==> src/rtl/fwd_hz_pkg.sv <==
package fwd_hz_pkg;

   localparam int unsigned N_STG = 3;
   localparam int unsigned N_SRC = 2;
   localparam int unsigned KIND_W = 2;

   localparam logic [KIND_W-1:0] KIND_ALU = 2'd0;

   typedef enum logic [1:0] {
      SEL_RF  = 2'd0,
      SEL_EX  = 2'd1,
      SEL_MEM = 2'd2,
      SEL_WB  = 2'd3
   } fwd_sel_e;

endpackage

==> src/rtl/hz_stage_cmp.sv <==
module hz_stage_cmp #(
   parameter int unsigned REG_AW = 5,
   parameter int unsigned TID_W  = 1
) (
   input  logic [REG_AW-1:0] src_i,
   input  logic [TID_W-1:0]  src_tid_i,
   input  logic [REG_AW-1:0] dst_i,
   input  logic [TID_W-1:0]  dst_tid_i,
   input  logic              dst_we_i,
   output logic              hit_o
);
   localparam logic [REG_AW-1:0] ZERO_REG = '0;

   always_comb begin
      hit_o = dst_we_i
            && (dst_i != ZERO_REG)
            && (dst_i == src_i)
            && (dst_tid_i == src_tid_i);
   end
endmodule

==> src/rtl/hz_src_resolve.sv <==
module hz_src_resolve
   import fwd_hz_pkg::*;
#(
   parameter int unsigned REG_AW = 5,
   parameter int unsigned TID_W  = 1
) (
   input  logic [REG_AW-1:0] src_i,
   input  logic [TID_W-1:0]  tid_i,
   input  logic [REG_AW-1:0] stg_rd_i  [N_STG],
   input  logic [TID_W-1:0]  stg_tid_i [N_STG],
   input  logic              stg_we_i  [N_STG],
   input  logic              stg_alu_i [N_STG],
   output fwd_sel_e          sel_o,
   output logic              stall_o
);
   localparam int unsigned LAST = N_STG - 1;

   logic hit [N_STG];

   for (genvar s = 0; s < N_STG; s++) begin : g_cmp
      hz_stage_cmp #(.REG_AW(REG_AW), .TID_W(TID_W)) cmp_i (
         .src_i    (src_i),
         .src_tid_i(tid_i),
         .dst_i    (stg_rd_i[s]),
         .dst_tid_i(stg_tid_i[s]),
         .dst_we_i (stg_we_i[s]),
         .hit_o    (hit[s])
      );
   end

   // Walk from the oldest stage to the youngest so the youngest hit is left standing.
   always_comb begin
      sel_o   = SEL_RF;
      stall_o = 1'b0;
      for (int s = LAST; s >= 0; s--) begin
         if (hit[s]) begin
            if (stg_alu_i[s] || (s == LAST)) begin
               sel_o   = fwd_sel_e'(2'(s + 1));
               stall_o = 1'b0;
            end else begin
               sel_o   = SEL_RF;
               stall_o = 1'b1;
            end
         end
      end
   end
endmodule

==> src/rtl/hz_bubble_reg.sv <==
module hz_bubble_reg (
   input  logic clk,
   input  logic rst_n,
   input  logic stall_i,
   output logic bubble_o
);
   always_ff @(posedge clk or negedge rst_n) begin
      if (!rst_n) bubble_o <= 1'b0;
      else        bubble_o <= stall_i;
   end
endmodule

==> src/rtl/fwd_stall_unit.sv <==
module fwd_stall_unit
   import fwd_hz_pkg::*;
#(
   parameter int unsigned REG_AW = 5,
   parameter int unsigned TID_W  = 1
) (
   input  logic              clk,
   input  logic              rst_n,
   input  logic [TID_W-1:0]  dec_tid_i,
   input  logic [REG_AW-1:0] dec_ra_i,
   input  logic [REG_AW-1:0] dec_rb_i,
   input  logic [REG_AW-1:0] ex_rd_i,
   input  logic [TID_W-1:0]  ex_tid_i,
   input  logic              ex_we_i,
   input  logic [1:0]        ex_kind_i,
   input  logic [REG_AW-1:0] mem_rd_i,
   input  logic [TID_W-1:0]  mem_tid_i,
   input  logic              mem_we_i,
   input  logic [1:0]        mem_kind_i,
   input  logic [REG_AW-1:0] wb_rd_i,
   input  logic [TID_W-1:0]  wb_tid_i,
   input  logic              wb_we_i,
   output logic [1:0]        fwd_a_o,
   output logic [1:0]        fwd_b_o,
   output logic              stall_o,
   output logic              ex_we_o
);
   if (REG_AW < 1) begin : g_bad_aw
      $error("REG_AW must be at least 1");
   end
   if (TID_W < 1) begin : g_bad_tw
      $error("TID_W must be at least 1");
   end
   if (N_STG != 3) begin : g_bad_stg
      $error("select encoding assumes three producer stages");
   end

   logic              bubble_q;
   logic [REG_AW-1:0] stg_rd  [N_STG];
   logic [TID_W-1:0]  stg_tid [N_STG];
   logic              stg_we  [N_STG];
   logic              stg_alu [N_STG];
   logic [REG_AW-1:0] src     [N_SRC];
   fwd_sel_e          sel     [N_SRC];
   logic              src_stall [N_SRC];

   assign ex_we_o = ex_we_i & ~bubble_q;

   assign stg_rd[0]  = ex_rd_i;
   assign stg_tid[0] = ex_tid_i;
   assign stg_we[0]  = ex_we_o;
   assign stg_alu[0] = (ex_kind_i == KIND_ALU);
   assign stg_rd[1]  = mem_rd_i;
   assign stg_tid[1] = mem_tid_i;
   assign stg_we[1]  = mem_we_i;
   assign stg_alu[1] = (mem_kind_i == KIND_ALU);
   assign stg_rd[2]  = wb_rd_i;
   assign stg_tid[2] = wb_tid_i;
   assign stg_we[2]  = wb_we_i;
   assign stg_alu[2] = 1'b1;

   assign src[0] = dec_ra_i;
   assign src[1] = dec_rb_i;

   for (genvar k = 0; k < N_SRC; k++) begin : g_src
      hz_src_resolve #(.REG_AW(REG_AW), .TID_W(TID_W)) res_i (
         .src_i    (src[k]),
         .tid_i    (dec_tid_i),
         .stg_rd_i (stg_rd),
         .stg_tid_i(stg_tid),
         .stg_we_i (stg_we),
         .stg_alu_i(stg_alu),
         .sel_o    (sel[k]),
         .stall_o  (src_stall[k])
      );
   end

   always_comb begin
      stall_o = 1'b0;
      for (int k = 0; k < N_SRC; k++) stall_o = stall_o | src_stall[k];
   end

   assign fwd_a_o = sel[0];
   assign fwd_b_o = sel[1];

   hz_bubble_reg bub_i (
      .clk     (clk),
      .rst_n   (rst_n),
      .stall_i (stall_o),
      .bubble_o(bubble_q)
   );
endmodule

==> config.mk <==
export PLATFORM = sky130hd
export DESIGN_NAME = fwd_stall_unit
export DESIGN_NICKNAME = d
export VERILOG_FILES = /design/src/rtl/fwd_hz_pkg.sv /design/src/rtl/hz_stage_cmp.sv /design/src/rtl/hz_src_resolve.sv /design/src/rtl/hz_bubble_reg.sv /design/src/rtl/fwd_stall_unit.sv
export SDC_FILE = /design/constraint.sdc
export NUM_CORES = 1
export LEC_CHECK = 0
export BUFFER_PORTS_ARGS = -buffer_cell sky130_fd_sc_hd__buf_2
export CORE_UTILIZATION = 40
export DETAILED_ROUTE_END_ITERATION = 7
export PLACE_DENSITY = 0.78
export SLEW_MARGIN = 25
export SYNTH_ARGS = -nofsm -noshare
export SYNTH_HDL_FRONTEND = slang
export SYNTH_SLANG_ARGS = --single-unit
==> constraint.sdc <==
create_clock -name clk -period 3.6 [get_ports clk]
set_input_delay 0.18 -clock clk [delete_from_list [all_inputs] [get_ports clk]]
set_output_delay 0.18 -clock clk [all_outputs]
set_load 0.005 [all_outputs]
==> results of run 1 <==
-- logic make-up after synthesis --
| logic type | count (synthesis) | synth area share |
|---|---|---|
| compound gates | 9 | 0.139 |
| xor+xnor | 33 | 0.518 |
| buf+inv | 1 | 0.00672 |
| flops | 1 | 0.0448 |
| mux | 2 | 0.0359 |
| simple gates | 26 | 0.256 |
-- cells in the mapped netlist (all sizes together) --
master,number,area [sq um]
or2,1,6.26
xor2,16,140
nor2,3,11.3
nand2,3,11.3
a21oi,3,15.0
mux2i,2,20.0
dfrtp,1,25.0
o2111ai,1,8.76
and2,2,12.5
o221ai,1,8.76
inv,1,3.75
nor3,5,25.0
nand3,5,25.0
nor2b,1,6.26
or4,3,26.3
o211ai,3,36.3
a211o,1,8.76
nand2b,1,6.26
nor4,2,12.5
xnor2,17,149
-- worst max-delay path: stages --
cell and delay, ns:
sky130_fd_sc_hd__buf_2 0.12, sky130_fd_sc_hd__or4_4 0.55, sky130_fd_sc_hd__o211ai_4 0.21, sky130_fd_sc_hd__inv_2 0.05, sky130_fd_sc_hd__a211o_1 0.27, sky130_fd_sc_hd__mux2i_1 0.12, sky130_fd_sc_hd__buf_2 0.12
-- layer usage --
| layer | vias to the layer above | global-route usage |
|---|---|---|
| met5 | - | 0 |
| met4 | 0 | 0 |
| met3 | 0 | 0.00568 |
| met2 | 25 | 0.429 |
| met1 | 294 | 0.270 |
| li1 | 345 | - |
-- cell usage in the layout (no fill, tap or decap), types with 2 or more instances in the layout --
cell type and count:
sky130_fd_sc_hd__o211ai_1 2, sky130_fd_sc_hd__nor3_1 5, sky130_fd_sc_hd__nor2_1 3, sky130_fd_sc_hd__and2_1 2, sky130_fd_sc_hd__or4_1 2, sky130_fd_sc_hd__buf_2 43, sky130_fd_sc_hd__mux2i_1 2, sky130_fd_sc_hd__nand2_1 3
sky130_fd_sc_hd__xor2_1 16, sky130_fd_sc_hd__nor4_1 2, sky130_fd_sc_hd__xnor2_1 17, sky130_fd_sc_hd__nand3_1 5, sky130_fd_sc_hd__a21oi_1 3
-- worst min-delay path by stage --
stage | to | from | slack [ns] | cells after the start
floorplan | bub_i.bubble_o | rst_n | -0.12 | 0
global placement | bub_i.bubble_o | rst_n | -0.05 | 1
detailed placement | bub_i.bubble_o | rst_n | -0.04 | 1
CTS | bub_i.bubble_o | rst_n | 0.49 | 2
global route | bub_i.bubble_o | rst_n | 0.52 | 2
finish | bub_i.bubble_o | rst_n | 0.50 | 2
-- timing repair --
item / CTS / global route
hold buffers: 1 / 0
buffers inserted: 0 / 0
endpoints found under the hold margin: 1 / 0
-- stage by stage --
| stage | cell area, sq um | setup WS [ns] | instances |
|---|---|---|---|
| 2_1_floorplan | 558 | 2.06 | 72 |
| 6_report | 802 | 1.80 | 131 |
| 4_1_cts | 802 | 1.79 | 131 |
| 3_5_place_dp | 792 | 1.79 | 130 |
| 3_3_place_gp | 792 | 1.81 | 130 |
| 5_1_grt | 802 | 1.71 | 131 |
-- power by group --
group / switching, mW / internal (mW)
Combinational: 0.0419 / 0.0427
Sequential: 0.0000762 / 0.0118
Clock: 0 / 0
Total: 0.0420 / 0.0545
-- area by class of cell --
cell class	count	area, sq um
fillers	135	499
repair buffers	44	225
flip-flops and latches	1	25.0
multi-input cells	70	529
well taps	15	18.8
inverters	1	3.75
==> impl_summary.md, run 1 <==
Routing
For this block, wires on met1 add up to 672 um. After detailed routing, no signal wire sits above met3. The via total after detailed routing is 664. The detail-routed net length per standard cell is 11.7 um. The first detailed-routing pass took 4 iterations. The remaining design rule violation count is 0. The aggregate routed wire length is 1.54 mm. After detailed routing, the met2 layer carries 783 um of wire. For this block, the initial DRC count from the detailed router was 11. The detail route stage leaves a number of antenna-violating nets equal to 0. After detailed routing, the number of vias per cell comes to 5.07. In the detailed route, the total length drawn on met3 is 79 um.

Worst setup path
The length in cells of the worst reg-to-reg path is 5. Tracing the worst setup path back leads to its startpoint at mem_rd_i[0]. In this run the critical register-to-register path is captured at bub_i.bubble_o.

The most critical setup path has its endpoint at fwd_b_o[0]. STA puts the critical path data required time at 3.42 ns. For the worst setup path, the data arrival time is 1.62 ns. The category of the worst setup path capture point is an output pin. The startpoint of the most critical register-to-register path is bub_i.bubble_o. The critical path is of the in2out type. The worst setup path is launched from an input port. The reg-to-reg setup timing slack is 2.32 ns.

Along the worst path, the maximum fanout reaches 4.

Synth
Dividing the synthesized area by the synthesized cell count gives 7.75 sq um. The count of cell types in the netlist is 22. When the netlist entered floorplanning its net count stood at 110. The count of state elements after synthesis is 1. For this run, the number of Yosys warnings is 0. The cell area that synthesis handed to floorplanning was 558 sq um.

Synthesis produced 72 cells. The part of the Yosys area used for sequential elements is 0.0448.

Timing
Summed over all failing endpoints, the final setup total negative slack is 0 ns. The number of failing hold endpoints at the final stage was 0. Setup repair after global routing left no endpoint under its margin. Clock skew on the completed layout was measured at 0 ns. Across all hold checks on the routed design, the worst slack comes to 0.498 ns. The final number of max-transition violations was 0. For the finished layout, the period the worst path requires is 1.80 ns. The upper clock frequency limit is 554 MHz. The relative max-transition margin is 0.766. In the finished design, the share of the clock period the worst path needs comes to 0.501. At the pin with the least slew margin, the transition time is 0.348 ns.

Setup violations remaining at the end of the flow were counted as 0.

Power
The leakage power summed over all cells is 0.363 nW. Overall power consumption after layout is estimated at 0.0965 mW. For this design the ratio of total power to cell area is 120 mW/mm^2. The worst vdd rail ir drop is 66.6 uV.

Floorplanning
Measured along the y axis, the die boundary spans 39.4 um. The initial utilization of the core area, before any placement, comes to 0.429. The cell row count is 13. The die boundary width is 39.4 um. The floorplan step defined a die boundary enclosing 0.00155 sq mm. After floorplanning, the core was sized to cover 0.00130 sq mm.

The number of ports placed on the die boundary is 44.

Run status
The flow ran to the end, and the final reports show no timing, DRC or antenna violations.

Placement
The post-DP HPWL is 1.38 mm. The congestion estimate from routability-driven global placement came to 0.885. Input and output buffers added on the ports amount to 43.

Flow run
The number of maximum-capacitance constraint violations is 0.

CTS
The clock slew seen by the registers of the worst setup and hold paths is 0 ns. The number of cells upsized or downsized after cts is 0. The source-to-sink clock delay at the later pin of the worst-skew pair is 0 ns.

Cells and area
In the final layout, the registers with the most flip-flops are bub_i.bubble_o x1. The layout overhead on the synthesized area is 43.7%. The number of flip-flops under the largest register name is 1. The share of final-layout standard cells stronger than drive strength 1 is 0.405.

For this run, the share of the core covered by cells in the final layout is 0.616. The final net count is 156. The antenna cell count is 0.

The top register by number of flip-flops is bub_i.bubble_o.

Global route
Summed over all layers, the global routing overflow is 0. The number of antenna violations at the first check in global routing was 0. The wire length of the first global-routing pass is 2.35 mm. For this run, the total global-route usage over all layers was measured as 0.217. The via count of the first global-routing pass came to 539. The maximum number of pins on one net before global-route repair is 5.

Worst hold path
The worst hold path class is in2async.
Note: power is estimated with default switching activity, not from simulation.
==> run 2, diff against run 1 <==
--- a/config.mk
+++ b/config.mk
@@ -5,10 +5,11 @@
 export SDC_FILE = /design/constraint.sdc
 export NUM_CORES = 1
 export LEC_CHECK = 0
+export ABC_AREA = 1
 export BUFFER_PORTS_ARGS = -buffer_cell sky130_fd_sc_hd__buf_2
-export CORE_UTILIZATION = 40
+export CORE_UTILIZATION = 38
 export DETAILED_ROUTE_END_ITERATION = 7
-export PLACE_DENSITY = 0.78
+export PLACE_DENSITY = 0.72
 export SLEW_MARGIN = 25
 export SYNTH_ARGS = -nofsm -noshare
 export SYNTH_HDL_FRONTEND = slang
==> constraint.sdc (replaced) <==
create_clock -name clk -period 1.6 [get_ports clk]
set_input_delay 0.08 -clock clk [delete_from_list [all_inputs] [get_ports clk]]
set_output_delay 0.08 -clock clk [all_outputs]
set_load 0.005 [all_outputs]
==> run 2 against run 1 <==
Effect of this change: routed wire length is 33% higher; critical path type is now reg2out; synthesized cell count increased by 92%; highest routed layer unchanged; power grew to 2.6 times the previous value.
==> impl_summary.md, run 2 <==
Synth
The post-synth design cell area is 717 sq um (+28%). The net count after synthesis was 176 (+60%). The count of cell types in the netlist is 19 (-14%). In the synthesized netlist, the cells that appear most often are sky130_fd_sc_hd__nand2_1 (47), sky130_fd_sc_hd__inv_1 (22), sky130_fd_sc_hd__nor2_1 (13), sky130_fd_sc_hd__xnor2_1 (13), sky130_fd_sc_hd__xor2_1 (8).

The complex-gate fraction of the synthesized area is 0.0593 (-0.0797). The total number of yosys warnings was 0 (unchanged). The synthesized-area fraction occupied by xor and xnor cells is 0.257 (-0.261). The post-synthesis instance total came to 138 (+92%). The share of the synthesized area in the top cell type came to 0.246 (-0.0207). The part of the Yosys area used for sequential elements is 0.0349 (-0.00994).

The share of async-settable or async-resettable flops after synthesis was 1.00 (unchanged). The fraction of the mapped netlist area in simple logic gates is 0.524 (+0.268). The number of synthesized flops with an enable pin is 0 (unchanged). The most common cell in the synthesized netlist is sky130_fd_sc_hd__nand2_1.

The count of state elements after synthesis is 1 (unchanged). Yosys attributes the largest share of cell area to sky130_fd_sc_hd__nand2_1 (25%), sky130_fd_sc_hd__xnor2_1 (16%), sky130_fd_sc_hd__inv_1 (12%). The mux contribution to synthesized area is 0 (-0.0359).

The share of synthesized cell area in full adder, half adder and majority cells is 0 (unchanged). The most frequently used flop master after synthesis is sky130_fd_sc_hd__dfrtp_1. The largest total area in the synthesized netlist belongs to sky130_fd_sc_hd__nand2_1.

The largest family of logic cells by synthesized area is simple AND/OR/NAND/NOR gates. The post-synthesis area per instance was 5.20 sq um (-33%).

Cells and area
The layout overhead on the synthesized area is 35.8%. The most common library cell in the layout ignoring fill and taps is sky130_fd_sc_hd__nand2_1. The largest registers in the layout are bub_i.bubble_o x1. The number of flip-flops under the largest register name is 1 (unchanged). The final net count came to 222 (+42%). The post-layout utilization of the core is 0.558 (-0.0586).

The register area is 25.0 sq um (unchanged). The share of final-layout standard cells stronger than drive strength 1 is 0.302 (-0.103). The library cells used most frequently in the layout, excluding fill and tap cells, are sky130_fd_sc_hd__nand2_1 (47), sky130_fd_sc_hd__buf_2 (43), sky130_fd_sc_hd__inv_1 (22). The count of filler cells inserted in the layout is 197 (+46%). The antenna cell count is 0 (unchanged). The area of the multi-input gates is 602 sq um (+14%). The top register by number of flip-flops is bub_i.bubble_o.

Worst setup path
The critical path endpoint is stall_o. The worst setup path is captured at an output pin. The critical path class is reg2out. The beginning of the critical path is bub_i.bubble_o. The nature of the critical path startpoint is a register. The worst path arrival time is 1.10 ns (-0.52 ns). The startpoint identified for the worst register-to-register timing path is bub_i.bubble_o. The critical-path maximum fanout is 4 (unchanged).

The reg-to-reg setup timing slack was 0.54 ns (-1.78 ns). The worst endpoint required time is 1.52 ns (-1.90 ns). The endpoint identified for the worst register-to-register timing path is bub_i.bubble_o. The length in cells of the worst reg-to-reg path is 7 (+2).

Timing
The final number of max-transition violations is 0 (unchanged). The final critical path time including I/O delays and setup is 1.18 ns. Dividing the final minimum period by the clock period gives 0.735. The relative max-transition margin was 0.852 (+0.0855).

The transition time at the pin with the least slew margin is 0.221 ns (-0.127 ns). The upper clock frequency limit is 850 MHz. Setup repair after global routing left no endpoint under its margin.

The clock tree skew after final layout is 0 ns (unchanged). The number of failing hold endpoints at the final stage is 0 (unchanged). The worst setup slack after layout is 0.424 ns (-1.37 ns). The setup total negative slack is 0 ns (unchanged). The setup-violating endpoint count in the final report came to 0 (unchanged).

Flow run
The number of maximum-capacitance constraint violations was 0 (unchanged).

CTS
The source-to-sink clock delay at the later pin of the worst-skew pair was 0 ns (unchanged). The number of buffers inserted for hold repair after clock tree synthesis was 1 (unchanged). The number of setup buffers added after CTS is 0 (unchanged). The clock slew seen by the registers of the worst setup and hold paths is 0 ns (unchanged). The number of cells upsized or downsized after cts came to 0 (unchanged).

Power
The share of total power consumed by net switching is 0.496 (+0.0609). The worst vdd rail ir drop was 115 uV (+72%). The power density over cell area is 259 mW/mm^2 (+120%). The clock power share is 0 (unchanged). The leakage power summed over all cells is 0.596 nW (+64%).

The sequential cell fraction of total power is 0.106 (-0.017). The combinational share of power came to 0.894 (+0.017). The power spent charging and discharging nets is 0.125 mW (+200%). The internal power consumption is 0.127 mW (+130%). The total power after layout is 0.252 mW (+160%).

Global route
The total global routing track utilization was 0.215 (-0.00192). The number of antenna violations at the first check in global routing is 0 (unchanged). The via count of the first global-routing pass is 844 (+57%).

The maximum number of pins on one net before global-route repair is 6 (+1). The wire length of the first global-routing pass was 3.38 mm (+44%). The total congestion overflow came to 0 (unchanged).

Worst hold path
The path class of the tightest hold or removal check is in2async.

Routing
The detail-routed net length per standard cell is 9.84 um (-16%). The detail-routed via count per cell is 4.53 (-11%). The detailed-router iteration count before antenna repair is 4 (unchanged).

The via total after detailed routing was 937 (+41%). The number of design-rule violations left by the first detailed-router iteration is 35 (+24). The remaining design rule violation count is 0 (unchanged). The aggregate routed wire length is 2.04 mm (+33%). The remaining antenna violation count after routing is 0 (unchanged).

Placement
The post-DP HPWL came to 1.84 mm (+33%). The global placement routability congestion is 0.856 (-3.2%). The pre-CTS worst setup slack is 0.424 ns (-1.37 ns). The count of input and output buffers is 43 (unchanged).

Floorplanning
The initial core utilization is 0.411 (-0.0181). The number of ports placed on the die boundary is 44 (unchanged). The area of the core region is 0.00175 sq mm (+34%). The cell row count is 15 (+2). The die boundary width is 45.4 um (+15%). The area enclosed by the die boundary came to 0.00206 sq mm (+33%). The y dimension of the die is 45.4 um (+15%).

Run status
The run finished with clean final reports.
## run 2: cell count changes after synthesis, moves of 4 or more
cell / before / now
sky130_fd_sc_hd__nand2_1: 3 / 47
sky130_fd_sc_hd__inv_1: 0 / 22
sky130_fd_sc_hd__nor2_1: 3 / 13
sky130_fd_sc_hd__xor2_1: 16 / 8
sky130_fd_sc_hd__nand4_1: 0 / 5
sky130_fd_sc_hd__nor2_2: 0 / 4
sky130_fd_sc_hd__nor3_1: 5 / 1
sky130_fd_sc_hd__xnor2_1: 17 / 13
## run 2: worst min path at each step
stage	startpoint	to	slack (ns)	depth (start not counted)
after global placement	rst_n	bub_i.bubble_o	-0.15	1
after CTS	rst_n	bub_i.bubble_o	0.39	2
final	rst_n	bub_i.bubble_o	0.40	2
after global routing	rst_n	bub_i.bubble_o	0.42	2
after floorplan	rst_n	bub_i.bubble_o	-0.22	0
after detailed placement	rst_n	bub_i.bubble_o	-0.14	1
## run 2: logic make-up after synthesis
family	after synthesis
simple gates	84
buf+inv	24
xor+xnor	21
compound gates	8
flops	1
## run 2: area by class of cell
class / count / area share
repair buffers: 44 / 0.231
well taps: 25 / 0.0321
inverters: 24 / 0.0925
multi-input cells: 113 / 0.618
flip-flops and latches: 1 / 0.0257
## run 2: worst max-delay path, stage by stage (launching register included)
cell and delay (ns):
sky130_fd_sc_hd__dfrtp_1 0.34, sky130_fd_sc_hd__nor2_1 0.11, sky130_fd_sc_hd__o21ai_1 0.07, sky130_fd_sc_hd__inv_1 0.12, sky130_fd_sc_hd__nand3_1 0.11, sky130_fd_sc_hd__nand2_1 0.11, sky130_fd_sc_hd__nand2_1 0.06, sky130_fd_sc_hd__nand2_1 0.06
sky130_fd_sc_hd__buf_2 0.11
## run 2: routing by layer
layer | routed length (um) | track usage
met5 | 0 | 0
met4 | 0 | 0
met3 | 86 | 0.00794
met2 | 1030 | 0.397
met1 | 923 | 0.290
## run 2: power groups by stage
stage	clock network (mW)	registers (mW)	logic [mW]
floorplan	0	0.0267	0.125
global placement	0	0.0267	0.218
detailed placement	0	0.0268	0.223
CTS	0	0.0268	0.226
global route	0	0.0268	0.254
finish	0	0.0267	0.226
## run 2: metrics by stage
stage                     hold slack [ns]  instances  area [sq um]
after floorplan                    -0.216        138           717
after global placement             -0.146        206           963
after detailed placement           -0.144        206           963
after CTS                           0.394        207           973
after global routing                0.422        207           973
final                               0.401        207           973
